File: config.mk
export PLATFORM = sky130hd
export DESIGN_NAME = slpwd_top
export DESIGN_NICKNAME = d
export VERILOG_FILES = /design/src/rtl/slpwd_pkg.sv /design/src/rtl/slpwd_clr_dec.sv /design/src/rtl/slpwd_ivl_latch.sv /design/src/rtl/slpwd_tick_ctr.sv /design/src/rtl/slpwd_wdt_chain.sv /design/src/rtl/slpwd_top.sv
export SDC_FILE = /design/constraint.sdc
export NUM_CORES = 1
export LEC_CHECK = 0
export ABC_AREA = 1
export CAP_MARGIN = 20
export CORE_MARGIN = 3
export CORE_UTILIZATION = 52
export CTS_CLUSTER_DIAMETER = 150
export DETAILED_ROUTE_END_ITERATION = 10
export HOLD_SLACK_MARGIN = 0.06
export PLACE_DENSITY_LB_ADDON = 0.2
export SETUP_SLACK_MARGIN = 0.1
export SYNTH_ARGS = -nofsm -noshare
export SYNTH_HDL_FRONTEND = slang
export SYNTH_HIERARCHICAL = 1
export SYNTH_SLANG_ARGS = --single-unit
File: constraint.sdc
create_clock -name clk -period 2.2 [get_ports clk]
set_input_delay 0.44 -clock clk [delete_from_list [all_inputs] [get_ports clk]]
set_output_delay 0.44 -clock clk [all_outputs]
set_load 0.01 [all_outputs]
File: src/rtl/slpwd_pkg.sv
package slpwd_pkg;
  typedef logic [1:0] ivl_code_t;
  localparam int NUM_CODES = 4;
  localparam int WRAPS_TO_FIRE = 3;

  function automatic int period_exp(input int base_log2, input int step_log2, input int code);
    return base_log2 + step_log2 * code;
  endfunction
endpackage

File: src/rtl/slpwd_clr_dec.sv
module slpwd_clr_dec #(
  parameter int          DATA_W    = 8,
  parameter logic [7:0]  BOTH_CODE = 8'h38
) (
  input  logic              wr,
  input  logic [DATA_W-1:0] wdata,
  output logic              wd_clr,
  output logic              tmr_clr
);
  // Any write restarts the wrap count; one value restarts the timer too.
  always_comb begin
    wd_clr  = wr;
    tmr_clr = wr && (wdata == DATA_W'(BOTH_CODE));
  end
endmodule

File: src/rtl/slpwd_ivl_latch.sv
module slpwd_ivl_latch
  import slpwd_pkg::*;
#(
  parameter int BASE_LOG2 = 6,
  parameter int STEP_LOG2 = 3,
  parameter int CNT_W     = BASE_LOG2 + STEP_LOG2 * (NUM_CODES - 1)
) (
  input  logic             clk,
  input  logic             rst_n,
  input  logic             load,
  input  ivl_code_t        sel_in,
  output logic [CNT_W-1:0] last_cnt
);
  ivl_code_t        act_q;
  logic [CNT_W-1:0] last_lut [NUM_CODES];

  // Terminal value per code: all ones across the period's exponent.
  for (genvar g = 0; g < NUM_CODES; g++) begin : g_lut
    localparam int EXP = period_exp(BASE_LOG2, STEP_LOG2, g);
    assign last_lut[g] = CNT_W'((64'd1 << EXP) - 64'd1);
  end

  always_ff @(posedge clk) begin
    if (!rst_n)    act_q <= '0;
    else if (load) act_q <= sel_in;
  end

  assign last_cnt = last_lut[act_q];
endmodule

File: src/rtl/slpwd_tick_ctr.sv
module slpwd_tick_ctr #(
  parameter int CNT_W = 15
) (
  input  logic             clk,
  input  logic             rst_n,
  input  logic             tick,
  input  logic             clr,
  input  logic [CNT_W-1:0] last_cnt,
  output logic             wrap_now,
  output logic             roll,
  output logic [CNT_W-1:0] cnt
);
  assign wrap_now = tick && (cnt == last_cnt) && !clr;

  always_ff @(posedge clk) begin
    if (!rst_n) begin
      cnt  <= '0;
      roll <= 1'b0;
    end else if (clr) begin
      cnt  <= '0;
      roll <= 1'b0;
    end else begin
      roll <= wrap_now;
      if (wrap_now)  cnt <= '0;
      else if (tick) cnt <= cnt + 1'b1;
    end
  end
endmodule

File: src/rtl/slpwd_wdt_chain.sv
module slpwd_wdt_chain #(
  parameter int WRAPS = 3,
  localparam int RC_W = $clog2(WRAPS + 1)
) (
  input  logic            clk,
  input  logic            rst_n,
  input  logic            clr,
  input  logic            roll,
  output logic [RC_W-1:0] roll_cnt,
  output logic            fire
);
  always_ff @(posedge clk) begin
    if (!rst_n || clr) begin
      roll_cnt <= '0;
      fire     <= 1'b0;
    end else begin
      fire <= 1'b0;
      if (roll) begin
        if (roll_cnt == RC_W'(WRAPS - 1)) begin
          roll_cnt <= '0;
          fire     <= 1'b1;
        end else begin
          roll_cnt <= roll_cnt + 1'b1;
        end
      end
    end
  end
endmodule

File: src/rtl/slpwd_top.sv
module slpwd_top
  import slpwd_pkg::*;
#(
  parameter int          BASE_LOG2 = 6,
  parameter int          STEP_LOG2 = 3,
  parameter int          MASK_BIT  = 6,
  parameter logic [7:0]  BOTH_CODE = 8'h38
) (
  input  logic       clk,
  input  logic       rst_n,
  input  logic       tick_en,
  input  logic       clr_wr,
  input  logic [7:0] clr_wdata,
  input  logic [1:0] ivl_sel,
  input  logic [7:0] irq_mask,
  output logic       sleep_irq,
  output logic       wdt_rst
);
  localparam int CNT_W = BASE_LOG2 + STEP_LOG2 * (NUM_CODES - 1);
  localparam int RC_W  = $clog2(WRAPS_TO_FIRE + 1);

  logic             wd_clr, tmr_clr, wrap_now, roll_q;
  logic [CNT_W-1:0] last_cnt, cnt_q;
  logic [RC_W-1:0]  roll_cnt;

  slpwd_clr_dec #(.DATA_W(8), .BOTH_CODE(BOTH_CODE)) u_dec (
    .wr(clr_wr), .wdata(clr_wdata), .wd_clr(wd_clr), .tmr_clr(tmr_clr)
  );

  slpwd_ivl_latch #(.BASE_LOG2(BASE_LOG2), .STEP_LOG2(STEP_LOG2), .CNT_W(CNT_W)) u_ivl (
    .clk(clk), .rst_n(rst_n), .load(wrap_now || tmr_clr),
    .sel_in(ivl_sel), .last_cnt(last_cnt)
  );

  slpwd_tick_ctr #(.CNT_W(CNT_W)) u_ctr (
    .clk(clk), .rst_n(rst_n), .tick(tick_en), .clr(tmr_clr),
    .last_cnt(last_cnt), .wrap_now(wrap_now), .roll(roll_q), .cnt(cnt_q)
  );

  slpwd_wdt_chain #(.WRAPS(WRAPS_TO_FIRE)) u_wdt (
    .clk(clk), .rst_n(rst_n), .clr(wd_clr), .roll(roll_q),
    .roll_cnt(roll_cnt), .fire(wdt_rst)
  );

  assign sleep_irq = roll_q && irq_mask[MASK_BIT];
endmodule

==> summary.md, run 1 <==
| Metric | Value |
|---|---|
| 1st-pass router iterations | `4` |
| DIE HEIGHT | `59.26 microns` |
| GR Util met2 | `25.90%` |
| Worst setup SP type | `input port` |
| Register area | `420.4 sq um` |
| Routed Antenna Nets | `0` |
| Global-route usage over all layers | `15.54%` |
| Seq/Total Area, Yosys | `28.50%` |
| Share of Yosys cell area claimed by the top area cell type | `28.50%` |
| Setup TNS | `0 ps` |
| Layout cell share with drive strength beyond 1 | `10.80%` |
| Total Power | `659.3 uW` |
| Power per Cell Area | `413.3 nW/um^2` |
| Finished Layout Cells | `280` |
| Final setup fails | `0` |
| Synth-to-layout area growth | `8.142%` |
| Critical Path RT | `1760 ps` |
| Initial Util | `56.96%` |
| Clock tree sinks | `21` |
| WP data arrival | `1500 ps` |
| Netlist cell types | `24` |
| CTS max path bufs | `2` |
| Routed vias | `1216` |
| M3 GR Usage | `4.357%` |
| Slowest-stage cell, CP | `clkdlybuf4s50_1` |
| Pin count of the biggest net entering global routing | `16` |
| Vias in the first global route | `1085` |
| Crit-path cells | `clkdlybuf4s50_1 > nand2_1 > inv_1 > clkdlybuf4s50_1` |
| Placed cell count | `276` |
| Reg2Reg Depth | `15` |
| Non-Filler Cell Area, Final | `1595 sq um` |
| Worst-path clk slew | `110 ps` |
| Avg Synthesized Cell Area | `6.147 sq um` |
| Worst-path fanout max | `1` |
| VDD IR-drop max | `438.4 uV` |
| Final #Nets | `274` |
| Crit path depth | `4` |
| Post-CTS Hold Buffers | `0` |
| F_max | `0.5142 GHz` |
| Synth Instances | `240` |
| Final period utilization | `88.40%` |
| Final Slew Violations | `0` |
| Leak | `0.7373 nW` |
| Most common cell after layout, fill and taps aside | `nand2_1` |
| First-pass GRT wire length | `4257 microns` |
| Post-CTS Setup Bufs | `0` |
| Max-capacitance violation count | `0` |
| Worst setup EP type | `primary output` |
| Routed wire length | `2353 microns` |
| RD Place Congestion | `0.8165` |
| Worst R2R Setup Slack | `450 ps` |
| Initial antenna violation count | `0` |
| Number of port buffers | `16` |
| PostCTS Resize Cnt | `0` |
| # IOs | `24` |
| Worst path bufs/invs | `3` |
| Status | `finished clean` |
| Met1 Track Usage GR | `20.00%` |
| H-tree depth | `1` |
| Endpoints failing hold | `0` |
| Busiest grt layer | `met2` |
| Fill cell count | `264` |
| Residual DRC count | `0` |
| Post-DP Area | `1569 sq um` |
| Synth Cell Area | `1475 sq um` |
| Diode count | `0` |
| Delay-heaviest family, CP | `buffers and inverters` |
| Skew final | `3.815 ps` |
| Via density | `4.343` |
| Setup CP Type | `in -> out` |
| TritonCTS Buffers | `3` |
| Cell Rows | `18` |
| Worst Hold Class | `reg -> reg` |
| Critical path origin | `irq_mask[6]` |
| R2R Path Start | `u_ivl/act_q[1]$_SDFFE_PN0P_` |
| RSZ-0062 raised after global routing | `false` |
| Synth area leaders | `dfxtp_1, nand2_1, inv_1, nor2_1, buf_4` |
| Total gr overflow | `0` |
| Commonest non-fill, non-tap cells in the layout | `nand2_1, inv_1, nor2_1, dfxtp_1, clkdlybuf4s50_1` |
| CP Capture Point | `sleep_irq` |
| Clock root cell | `clkbuf_4` |
| Routed length per instance | `8.404 microns` |
| Multi-input logic area | `770.7 sq um` |
| Chip width | `59.26 microns` |
| Min cycle time layout | `1945 ps` |
| Initial DRC Count | `31` |
| Synth area leader | `dfxtp_1` |
| Flops & latches, synth | `21` |
| CP most frequent cell | `clkdlybuf4s50_1` |
| Critical Path Max Stage Delay | `520 ps` |
| CTS tree | `yes` |
| CORE AREA | `2590 sq um` |
| Critical R2R Capture | `u_ivl/act_q[0]$_SDFFE_PN0P_` |
| Dpl hpwl | `1876 microns` |
| Synthesis Warnings | `6` |
| Clock Latency Late Sink | `300 ps` |
| Die ar. | `3512 sq um` |
[area by class of cell]
cell class,count,area share (%)
multi-input cells,162,48.31
flip-flops and latches,21,26.35
inverters,46,10.82
repair buffers,17,10.51
well taps,30,2.353
clock buffers,4,1.647
[metrics by stage]
stage | worst slack [ps] | hold slack (ps) | utilization (%)
final | 255.2 | 487.0 | 61.59
after global routing | 100.9 | 510.0 | 61.59
after CTS | 247.4 | 488.1 | 61.59
after detailed placement | 247.2 | 471.7 | 60.58
after global placement | 255.6 | 465.2 | 60.58
after floorplan | 589.1 | 447.9 | -
[routing by layer]
layer | vias to the layer above | routed length (microns)
met5 | - | 0
met1 | 500 | 1216
li1 | 693 | -
met3 | 2 | 111
met4 | 0 | 21
met2 | 21 | 1004
[worst reg2reg max path: cells and delay by family (launching register included)]
| kind | cells | cell delay, ps |
|---|---|---|
| buf+inv | 3 | 240 |
| flops | 1 | 470 |
| simple gates | 12 | 960 |
[registers in the layout, summed over array words and instances, names as in the netlist]
signal and count:
u_ctr/cnt 15, u_ctr/roll 1, u_ivl/act_q 2, u_wdt/fire 1
u_wdt/roll_cnt 2
[power breakdown]
part	internal, mW	leakage, nW	switching (mW)
sequential	0.385	0.170	0.00578
clock	0.0707	0.0150	0.114
combinational	0.0435	0.553	0.0402
[cell usage after synthesis]
cell type / number
or2_1: 1
buf_2: 1
nand2_4: 1
nor2_4: 2
xnor2_1: 3
inv_1: 43
inv_2: 3
conb_1: 1
nor3_1: 3
xor2_1: 9
nor2_2: 14
o21ai_0: 2
nand3_1: 7
nand3b_1: 1
buf_4: 14
nand2_2: 2
buf_12: 1
nand3_2: 1
a21oi_1: 1
ha_1: 1
nand2_1: 74
nor2_1: 33
nand4_1: 1
dfxtp_1: 21
[kinds of logic after synthesis]
logic type / count (synthesis) / share of synthesized area [%]
flip-flops: 21 / 28.50
adder cells (fa/ha/maj): 1 / 0.8480
XOR/XNOR: 12 / 7.125
AO/OA/AOI/OAI: 3 / 1.018
AND/OR/NAND/NOR: 140 / 41.73
other: 1 / 0.2542
buffers and inverters: 62 / 20.53
[worst min-delay path by stage]
stage                                              start                     to  slack (ps)  cells after the start
final                     u_wdt/roll_cnt[1]$_SDFFE_PP0P_  u_wdt/fire$_SDFF_PP0_         490                      2
after global routing      u_wdt/roll_cnt[1]$_SDFFE_PP0P_  u_wdt/fire$_SDFF_PP0_         510                      2
after CTS                 u_wdt/roll_cnt[1]$_SDFFE_PP0P_  u_wdt/fire$_SDFF_PP0_         490                      2
after detailed placement  u_wdt/roll_cnt[1]$_SDFFE_PP0P_  u_wdt/fire$_SDFF_PP0_         470                      2
after global placement    u_wdt/roll_cnt[1]$_SDFFE_PP0P_  u_wdt/fire$_SDFF_PP0_         470                      2
after floorplan           u_wdt/roll_cnt[1]$_SDFFE_PP0P_  u_wdt/fire$_SDFF_PP0_         450                      2
Note: power is estimated with default switching activity, not from simulation.
==> inputs of run 2 (changes only) <==
Settings changed: CORE_ASPECT_RATIO set to 1.4.
==> run 2 against run 1 <==
Effect of this change:
- setup slack lost 4.4 ps
- power up 0.37%
- wire length up 2.1%
- clock skew increased by 5.9 ps
- core utilization decreased by 1.6 points
- sequential share of layout area shrank 0.12 points
- hold slack lost 8.5 ps
- maximum frequency fell by 0.23%
- first-iteration DRC count fell by 29%
- non-clock buffer count stayed put
- critical path type unchanged
- critical endpoint unchanged
- largest cell class unchanged
==> summary.md, run 2 (synthesized netlist as in run 1, its figures left out) <==
| Metric | Value |
|---|---|
| Number of port buffers | `16 (unchanged)` |
| H-tree depth | `1 (unchanged)` |
| WP data arrival | `1510 ps (about the same)` |
| Skew final | `9.759 ps (+5.944 ps)` |
| Max reg flops | `15 (unchanged)` |
| CTS tree | `yes` |
| Setup CP Type | `in -> out` |
| Final Slew Violations | `0 (unchanged)` |
| Sw power | `162.7 uW (+1.4%)` |
| Clock power frac | `28.3% (+0.2 points)` |
| Share of power burned in registers | `59.0% (-0.2 points)` |
| Cell Rows | `22 (+4)` |
| Comb pwr share | `12.6% (about the same)` |
| Worst setup SP type | `input port` |
| Dpl hpwl | `1964 microns (+4.7%)` |
| Switching fraction of total power | `24.59% (+0.26 points)` |
| Initial DRC Count | `22 (-29%)` |
| Worst Hold Class | `reg -> reg` |
| Clock root cell | `clkbuf_4` |
| Vias in the first global route | `1153 (+6.3%)` |
| DIE HEIGHT | `69.02 microns (+16%)` |
| Layout cell share with drive strength beyond 1 | `10.80% (unchanged)` |
| Power per Cell Area | `412.8 nW/um^2 (-0.10%)` |
| Max-capacitance violation count | `0 (unchanged)` |
| Final setup fails | `0 (unchanged)` |
| Critical Path RT | `1760 ps (about the same)` |
| Routed length per instance | `8.399 microns (about the same)` |
| F_max | `0.5130 GHz (-0.23%)` |
| Die ar. | `3521 sq um (+0.27%)` |
| Diode count | `0 (unchanged)` |
| CTS max path bufs | `2 (unchanged)` |
| Worst-path clk slew | `110 ps (about the same)` |
| Cell internal pwr | `499.0 uW (about the same)` |
| CORE AREA | `2670 sq um (+3.1%)` |
| Via density | `4.329 (-0.33%)` |
| Final period utilization | `88.60% (+0.20 points)` |
| Pin count of the biggest net entering global routing | `16 (unchanged)` |
| Endpoints failing hold | `0 (unchanged)` |
| RSZ-0062 raised after global routing | `false` |
| Global-route usage over all layers | `15.95% (+0.41 points)` |
| Biggest register | `u_ctr/cnt` |
| Clock tree sinks | `21 (unchanged)` |
| Commonest non-fill, non-tap cells in the layout | `nand2_1, inv_1, nor2_1, dfxtp_1, clkdlybuf4s50_1` |
| First-pass GRT wire length | `4464 microns (+4.9%)` |
| Leak | `0.7373 nW (unchanged)` |
| Most common cell after layout, fill and taps aside | `nand2_1` |
| Routed wire length | `2402 microns (+2.1%)` |
| Residual DRC count | `0 (unchanged)` |
| Final #Nets | `274 (unchanged)` |
| Routed vias | `1238 (+1.8%)` |
| Chip width | `51.02 microns (-14%)` |
| VDD IR-drop max | `394.5 uV (-10%)` |
| Min cycle time layout | `1949 ps (+4.439 ps)` |
| Synth-to-layout area growth | `8.652%` |
| Setup TNS | `0 ps (unchanged)` |
| # IOs | `24 (unchanged)` |
| Post-CTS Setup Bufs | `0 (unchanged)` |
| Worst-path fanout max | `1 (unchanged)` |
| Total gr overflow | `0 (unchanged)` |
| Clock Latency Late Sink | `300 ps (about the same)` |
| Status | `finished clean` |
| Largest regs | `u_ctr/cnt (15), u_ivl/act_q (2), u_wdt/roll_cnt (2)` |
| Routed Antenna Nets | `0 (unchanged)` |
| TritonCTS Buffers | `3 (unchanged)` |
| Worst setup EP type | `primary output` |
| 1st-pass router iterations | `4 (unchanged)` |
| Post-CTS Hold Buffers | `0 (unchanged)` |
| RD Place Congestion | `0.7959 (-2.5%)` |
| Final Util | `60.03% (-1.6 points)` |
| Initial antenna violation count | `0 (unchanged)` |
| Initial Util | `55.25% (-1.7 points)` |
| PostCTS Resize Cnt | `0 (unchanged)` |
==> run 2: cell counts in the layout (fill, tap and decap cells not counted) <==
No cell type changed its count.
==> run 2: worst max-delay path, stage by stage <==
cell	delay, ps
clkdlybuf4s50_1	450
nand2_1	50
inv_1	50
clkdlybuf4s50_1	520
==> run 2: per-stage QoR <==
stage               area [sq um]  std cells  power, mW  worst slack [ps]  hold WS, ps
finish                      1603        286     0.6617             250.8        478.5
CTS                         1603        286     0.6742             246.0        483.8
detailed placement          1577        282     0.4832             176.9        467.1
floorplan                   1494        245     0.4632             589.1        447.9
global placement            1577        282     0.4823             207.9        460.9
global route                1603        286     0.7033             149.4        498.2
==> run 2: layout make-up <==
cell class	count	area, sq um
clock buffer	4	26.28
fill	281	1067
inverter	46	172.7
multi-input combinational	162	770.7
sequential	21	420.4
tap	36	45.04
timing repair buffer	17	167.7
==> run 2: final timing paths <==
kind	from	to	slack [ps]	depth (start not counted)
max	irq_mask[6]	sleep_irq	250	4
min	u_wdt/roll_cnt[1]$_SDFFE_PP0P_	u_wdt/fire$_SDFF_PP0_	480	2
max reg2reg	u_ivl/act_q[1]$_SDFFE_PN0P_	u_ivl/act_q[1]$_SDFFE_PN0P_	400	15
min reg2reg	u_wdt/roll_cnt[1]$_SDFFE_PP0P_	u_wdt/fire$_SDFF_PP0_	480	2
==> run 2: routing by layer <==
layer,wire (microns),vias to the layer above,GRT usage (%)
met5,0,-,0
met4,20,0,6.287
met3,78,2,1.944
met2,1238,16,28.26
met1,1064,526,18.76
li1,-,694,-
==> run 2: power by group through the flow <==
stage               registers [mW]  clock network (mW)  logic, mW
floorplan                    0.398                   0     0.0656
global placement             0.399                   0     0.0829
detailed placement           0.400                   0     0.0837
CTS                          0.391               0.199     0.0840
global route                 0.392               0.216     0.0956
finish                       0.391               0.188     0.0834
